[src/rtl/shadow_commit_pkg.sv]
package shadow_commit_pkg;

    localparam int WORD_W        = 32;
    localparam int LOAD_BIT      = 0;
    localparam int AUTO_DIS_BIT  = 1;

    typedef struct packed {
        logic auto_dis;
        logic load_req;
    } commit_ctrl_t;

    function automatic logic [WORD_W-1:0] status_word(input commit_ctrl_t c);
        logic [WORD_W-1:0] w;
        w = '0;
        w[LOAD_BIT]     = c.load_req;
        w[AUTO_DIS_BIT] = c.auto_dis;
        return w;
    endfunction

endpackage

[src/rtl/shadow_addr_decode.sv]
module shadow_addr_decode #(
    parameter int ADDR_W    = 15,
    parameter int NUM_REGS  = 16,
    parameter int CFG_BASE  = 'h800,
    parameter int CTRL_ADDR = 'h870,
    parameter int IDX_W     = $clog2(NUM_REGS)
) (
    input  logic [ADDR_W-1:0] addr,
    output logic              hit_cfg,
    output logic              hit_ctrl,
    output logic [IDX_W-1:0]  cfg_idx
);
    localparam logic [ADDR_W-1:0] BASE_A = ADDR_W'(CFG_BASE);
    localparam logic [ADDR_W-1:0] END_A  = ADDR_W'(CFG_BASE + 4 * NUM_REGS);
    localparam logic [ADDR_W-1:0] CTRL_A = ADDR_W'(CTRL_ADDR);

    logic [ADDR_W-1:0] offset;
    logic              aligned;

    always_comb begin
        offset   = addr - BASE_A;
        aligned  = (addr[1:0] == 2'b00);
        hit_cfg  = aligned && (addr >= BASE_A) && (addr < END_A);
        hit_ctrl = (addr == CTRL_A);
        cfg_idx  = IDX_W'(offset >> 2);
    end

endmodule

[src/rtl/shadow_commit_ctrl.sv]
module shadow_commit_ctrl
    import shadow_commit_pkg::*;
(
    input  logic         clk,
    input  logic         rst_n,
    input  logic         ctrl_wr,
    input  logic         wr_load,
    input  logic         wr_auto_dis,
    input  logic         vblank,
    output logic         commit,
    output commit_ctrl_t ctrl_q
);
    commit_ctrl_t ctrl_d;

    always_comb begin
        ctrl_d = ctrl_q;
        commit = vblank && (!ctrl_q.auto_dis || ctrl_q.load_req);
        if (commit) begin
            ctrl_d.load_req = 1'b0;
        end
        if (ctrl_wr) begin
            ctrl_d.auto_dis = wr_auto_dis;
            if (wr_load) begin
                ctrl_d.load_req = 1'b1;
            end
        end
    end

    always_ff @(posedge clk) begin
        if (!rst_n) begin
            ctrl_q <= '0;
        end else begin
            ctrl_q <= ctrl_d;
        end
    end

    // a served request is gone after the copy edge unless rewritten
    p_clear_on_copy_r5: assert property (@(posedge clk) disable iff (!rst_n)
        (commit && !(ctrl_wr && wr_load)) |=> !ctrl_q.load_req);

    // a pending request survives any cycle without a copy
    p_keep_pending_r6: assert property (@(posedge clk) disable iff (!rst_n)
        (ctrl_q.load_req && !vblank) |=> ctrl_q.load_req);

endmodule

[src/rtl/shadow_reg_bank.sv]
module shadow_reg_bank
    import shadow_commit_pkg::*;
#(
    parameter int NUM_REGS = 16,
    parameter int IDX_W    = $clog2(NUM_REGS)
) (
    input  logic                                  clk,
    input  logic                                  rst_n,
    input  logic                                  wr_en,
    input  logic [IDX_W-1:0]                      wr_idx,
    input  logic [WORD_W-1:0]                     wr_data,
    input  logic                                  commit,
    output logic [NUM_REGS-1:0][WORD_W-1:0]       shadow_q,
    output logic [NUM_REGS-1:0][WORD_W-1:0]       active_q
);
    logic [NUM_REGS-1:0][WORD_W-1:0] shadow_d;
    logic [NUM_REGS-1:0][WORD_W-1:0] active_d;

    for (genvar k = 0; k < NUM_REGS; k++) begin : g_word
        always_comb begin
            shadow_d[k] = shadow_q[k];
            active_d[k] = active_q[k];
            if (commit) begin
                active_d[k] = shadow_q[k];
            end
            if (wr_en && (wr_idx == IDX_W'(k))) begin
                shadow_d[k] = wr_data;
            end
        end

        always_ff @(posedge clk) begin
            if (!rst_n) begin
                shadow_q[k] <= '0;
                active_q[k] <= '0;
            end else begin
                shadow_q[k] <= shadow_d[k];
                active_q[k] <= active_d[k];
            end
        end
    end

    // the copy takes the shadow contents present before the edge
    p_copy_whole_bank_r4: assert property (@(posedge clk) disable iff (!rst_n)
        commit |=> (active_q == $past(shadow_q)));

    // without a copy the active bank holds
    p_active_hold_r2: assert property (@(posedge clk) disable iff (!rst_n)
        !commit |=> $stable(active_q));

endmodule

[src/rtl/shadow_commit_top.sv]
module shadow_commit_top
    import shadow_commit_pkg::*;
#(
    parameter int ADDR_W    = 15,
    parameter int NUM_REGS  = 16,
    parameter int CFG_BASE  = 'h800,
    parameter int CTRL_ADDR = 'h870
) (
    input  logic                       clk,
    input  logic                       rst_n,
    input  logic                       bus_wr_en,
    input  logic [ADDR_W-1:0]          bus_addr,
    input  logic [31:0]                bus_wdata,
    output logic [31:0]                bus_rdata,
    input  logic                       vblank,
    output logic [NUM_REGS*32-1:0]     act_cfg
);
    localparam int IDX_W = $clog2(NUM_REGS);

    logic                            hit_cfg;
    logic                            hit_ctrl;
    logic [IDX_W-1:0]                cfg_idx;
    logic                            commit;
    commit_ctrl_t                    ctrl_q;
    logic [NUM_REGS-1:0][WORD_W-1:0] shadow_q;
    logic [NUM_REGS-1:0][WORD_W-1:0] active_q;

    shadow_addr_decode #(
        .ADDR_W    (ADDR_W),
        .NUM_REGS  (NUM_REGS),
        .CFG_BASE  (CFG_BASE),
        .CTRL_ADDR (CTRL_ADDR),
        .IDX_W     (IDX_W)
    ) u_decode (
        .addr     (bus_addr),
        .hit_cfg  (hit_cfg),
        .hit_ctrl (hit_ctrl),
        .cfg_idx  (cfg_idx)
    );

    shadow_commit_ctrl u_ctrl (
        .clk         (clk),
        .rst_n       (rst_n),
        .ctrl_wr     (bus_wr_en && hit_ctrl),
        .wr_load     (bus_wdata[LOAD_BIT]),
        .wr_auto_dis (bus_wdata[AUTO_DIS_BIT]),
        .vblank      (vblank),
        .commit      (commit),
        .ctrl_q      (ctrl_q)
    );

    shadow_reg_bank #(
        .NUM_REGS (NUM_REGS),
        .IDX_W    (IDX_W)
    ) u_bank (
        .clk      (clk),
        .rst_n    (rst_n),
        .wr_en    (bus_wr_en && hit_cfg),
        .wr_idx   (cfg_idx),
        .wr_data  (bus_wdata),
        .commit   (commit),
        .shadow_q (shadow_q),
        .active_q (active_q)
    );

    always_comb begin
        bus_rdata = '0;
        if (hit_cfg) begin
            bus_rdata = shadow_q[cfg_idx];
        end else if (hit_ctrl) begin
            bus_rdata = status_word(ctrl_q);
        end
    end

    for (genvar k = 0; k < NUM_REGS; k++) begin : g_out
        assign act_cfg[k*32 +: 32] = active_q[k];
    end

    // request-only mode with nothing pending leaves the outputs alone
    p_idle_blank_r3: assert property (@(posedge clk) disable iff (!rst_n)
        (vblank && ctrl_q.auto_dis && !ctrl_q.load_req) |=> $stable(act_cfg));

    // autoload copies on every blank
    p_autoload_copy_r7: assert property (@(posedge clk) disable iff (!rst_n)
        (vblank && !ctrl_q.auto_dis) |=> (active_q == $past(shadow_q)));

    // writes to unmapped addresses leave the shadow bank untouched
    p_unmapped_write_r9: assert property (@(posedge clk) disable iff (!rst_n)
        (bus_wr_en && !hit_cfg && !hit_ctrl) |=> $stable(shadow_q));

endmodule

[config.mk]
export PLATFORM = sky130hd
export DESIGN_NAME = shadow_commit_top
export DESIGN_NICKNAME = d
export VERILOG_FILES = /design/src/rtl/shadow_commit_pkg.sv /design/src/rtl/shadow_addr_decode.sv /design/src/rtl/shadow_commit_ctrl.sv /design/src/rtl/shadow_reg_bank.sv /design/src/rtl/shadow_commit_top.sv
export SDC_FILE = /design/constraint.sdc
export NUM_CORES = 2
export LEC_CHECK = 0
export BUFFER_PORTS_ARGS = -buffer_cell sky130_fd_sc_hd__clkbuf_2
export CORE_UTILIZATION = 30
export DETAILED_ROUTE_END_ITERATION = 8
export MAX_ROUTING_LAYER = met4
export PLACE_DENSITY_LB_ADDON = 0.1
export SLEW_MARGIN = 20
export SYNTH_ARGS = -nofsm -noshare
export SYNTH_HDL_FRONTEND = slang
export SYNTH_SLANG_ARGS = --single-unit
[constraint.sdc]
create_clock -name clk -period 5 [get_ports clk]
set_input_delay 0.25 -clock clk [delete_from_list [all_inputs] [get_ports clk]]
set_output_delay 0.25 -clock clk [all_outputs]
set_load 0.05 [all_outputs]
==> impl_metrics.py <==
metrics = {
    "pwr": {
        "leakage_nw": 19.9,
        "powerDensity_nw_per_um2": 367,
        "ir_worst_vdd_v": 0.000297,
        "total_power_mw": 17.7,
    },
    "detailed_routing": {
        "drt_first_iter_violations": 2453,
        "wl_um": 157000,
        "routed_via_density": 4.91,
        "dr.pass1.iters": 5,
        "wl_per_cell_um": 24.0,
        "vias": 32100,
        "remaining_drc_errors": 0,
        "ant_nets": 0,
    },
    "timing": {
        "tightest_slew_ps": 1190,
        "report.final.slew_viol_count": 0,
        "holdWs_ps": 122,
        "fmax_mhz": 278,
        "fin_ws_ps": 1400,
        "slew_headroom_pct": 19.7,
        "final_hold_viol_count": 0,
        "fin_skew_ps": 31.4,
        "fin_crit_sh_pct": 71.9,
        "finalSetupTns_ps": 0,
        "rsz0062_at_grt": "no",
        "setup_violations": 0,
        "period_minus_slack_ps": 3600,
    },
    "synthesis": {
        "synth_compound_area_share_pct": 7.70,
        "synth-xor-area-share_pct": 0,
        "ys_seq_elements": 1026,
        "syn-num-nets": 4336,
        "netlist_area_um2": 39800,
        "yosys.area.top_type": "dfxtp_1",
        "yosys_warnings": 0,
        "synth_cells": 4285,
        "synth_common_cells": "nand2_1, dfxtp_1, mux2i_1, a21oi_1, clkbuf_1",
        "yosys-top-cells-area": "dfxtp_1, nand2_1, mux2i_1, mux4_2, a21oi_1",
        "synth_top_family_by_area": "multiplexers",
        "synth_top_area_share_pct": 51.6,
        "muxShareOfSynthArea_pct": 21.0,
        "synthSimpleGateAreaFrac_pct": 16.0,
        "synth_edf_count": 0,
        "synthArstFlopShare_pct": 0,
        "ys_types": 33,
        "ys.flop_type": "dfxtp_1",
        "ys_seq_area_share_pct": 51.6,
        "synth-adder-area-share_pct": 0,
        "postSynthAreaPerCell_um2": 9.29,
        "synth_most_common_cell": "nand2_1",
    },
    "setup_path": {
        "reg2reg_from": "u_ctrl.ctrl_q[1]",
        "crit_path_start": "bus_addr[11]",
        "worstSetupPathType": "input pin to primary output",
        "required_ps": 4750,
        "r2r_end": "u_bank.active_q[118]",
        "critical_path_arrival_ps": 3350,
        "rrSetupSlack_ps": 2640,
        "crit_path_start_kind": "input pin",
        "end_kind": "primary output",
        "r2r_cells": 5,
        "critPathMaxFanout": 19,
    },
    "placement": {
        "dp_slack_ps": 1320,
        "place_congestion": 0.807,
        "io_buffers": 594,
        "hpwl_um": 105000,
    },
    "grt": {
        "grt_pass1_vias": 31300,
        "grt_pass1_wl_um": 226000,
        "overflow": 0,
        "antenna_found_initial": 4,
        "grt_use_total_pct": 23.4,
        "grt_max_degree": 152,
    },
    "finish": {
        "seqCellArea_um2": 20500,
        "nFillCells": 13600,
        "final_layout_size_suffix_gt1_share_pct": 20.6,
        "area_growth_pct": 21.2,
        "multi_input_area_um2": 18000,
        "nets": 4734,
    },
    "hold_path": {
        "hp-start": "bus_wr_en",
        "hold_end": "u_ctrl.ctrl_q[1]",
        "holdPathStages": 4,
        "min_path_type": "input pin to flop",
    },
    "clocking": {
        "h-tree-depth": 3,
        "cts-root-buf": "clkbuf_16",
        "clock_path_buffers": 3,
        "numCtsBuffers": 116,
        "cts_tree": "built",
        "cts_sinks": 1026,
        "clkLatencyLatePin_ps": 750,
        "clkTransAtPathRegs_ps": 60,
        "cts_resized": 0,
    },
    "floorplanning": {
        "core_area_um2": 132000,
        "fp.dieW_um": 366,
        "start_util_pct": 30.2,
        "die_y_um": 366,
        "dieArea_um2": 134000,
        "top_level_ports": 595,
        "rows": 133,
    },
    "job": {
        "maxCapViolCount": 0,
    },
    "outcome": {
        "status": "complete, no violations",
    },
}
## where the power goes
part / internal [mW] / switching, mW / total, mW
combinational: 0.112 / 0.520 / 0.632
clock: 5.27 / 3.64 / 8.91
sequential: 8.17 / 0.0000785 / 8.17
## cell type report
class	count	area share, %
clock buffers	169	7.14
well taps	1755	4.55
multi-input cells	2891	37.2
flip-flops and latches	1026	42.6
clock inverters	43	1.09
diodes	5	0.0259
repair buffers	646	7.36
inverters	2	0.0311
## logic make-up (layout without fill, tap and decap cells)
kind of cell,Yosys count,count (layout)
simple gates,1640,1640
flops,1026,1026
mux,672,672
compound gates,579,579
buf+inv,368,860
other cells,0,5
## how the worst max path moves through the flow
stage	end	slack [ps]
2_1_floorplan	bus_rdata[10]	2170
3_3_place_gp	u_bank.shadow_q[188]	1330
3_5_place_dp	u_bank.shadow_q[182]	1320
4_1_cts	bus_rdata[26]	1560
5_1_grt	bus_rdata[26]	1540
6_report	bus_rdata[26]	1400
## layer usage
metal	wire length (µm)	share of wire, %	global-route usage, %
met2	71800	46	36.0
met5	0	0	-
met4	3630	2.3	6.55
met3	9240	5.9	4.88
met1	72100	46	31.1
## worst max-delay path, stage by stage
cell	delay [ps]
clkbuf_2	80
nor2b_1	530
nand3_1	410
or3_2	900
buf_4	370
a211oi_1	410
clkbuf_2	360
## layout by cell type (no fill, tap or decap), types with 2 or more instances in the layout
cell type	netlist	final
and2_1	2	2
mux4_2	130	130
a211oi_1	60	60
clkbuf_1	287	22
nand3_4	0	8
clkinvlp_4	0	6
nand4_1	3	3
buf_8	0	2
a21oi_1	514	514
nand4_4	0	4
clkbuf_16	0	119
buf_4	5	36
nor3_1	2	2
clkinv_2	0	22
clkbuf_8	0	29
bufinv_16	0	10
dfxtp_1	1026	1026
buf_12	0	11
nor2b_1	32	32
a32o_1	2	2
nand2b_1	2	2
nor2_1	4	4
diode_2	0	5
nor3b_2	1	4
clkbuf_2	0	589
mux2i_1	542	542
nand2_1	1569	1569
clkinv_8	0	2
dlygate4sd3_1	0	6
## flip-flops by register name (all words and copies together) (netlist names)
signal / flops
u_bank.active_q: 512
u_ctrl.ctrl_q: 2
u_bank.shadow_q: 512
## metrics by stage
step | std cells | util (%) | area, µm²
floorplan | 4285 | - | 39800
CTS | 6532 | 36.6 | 48200
detailed placement | 6314 | 33.6 | 44200
global placement | 6314 | 33.6 | 44200
global route | 6535 | 36.7 | 48300
finish | 6537 | 36.7 | 48300
## repair_timing
item | 4_1_cts | 5_1_grt
hold buffers | 6 | 0
buffers inserted | 0 | 0
hold endpoints to repair | 8 | 0
No activity file was read; power rests on OpenSTA's default activity.
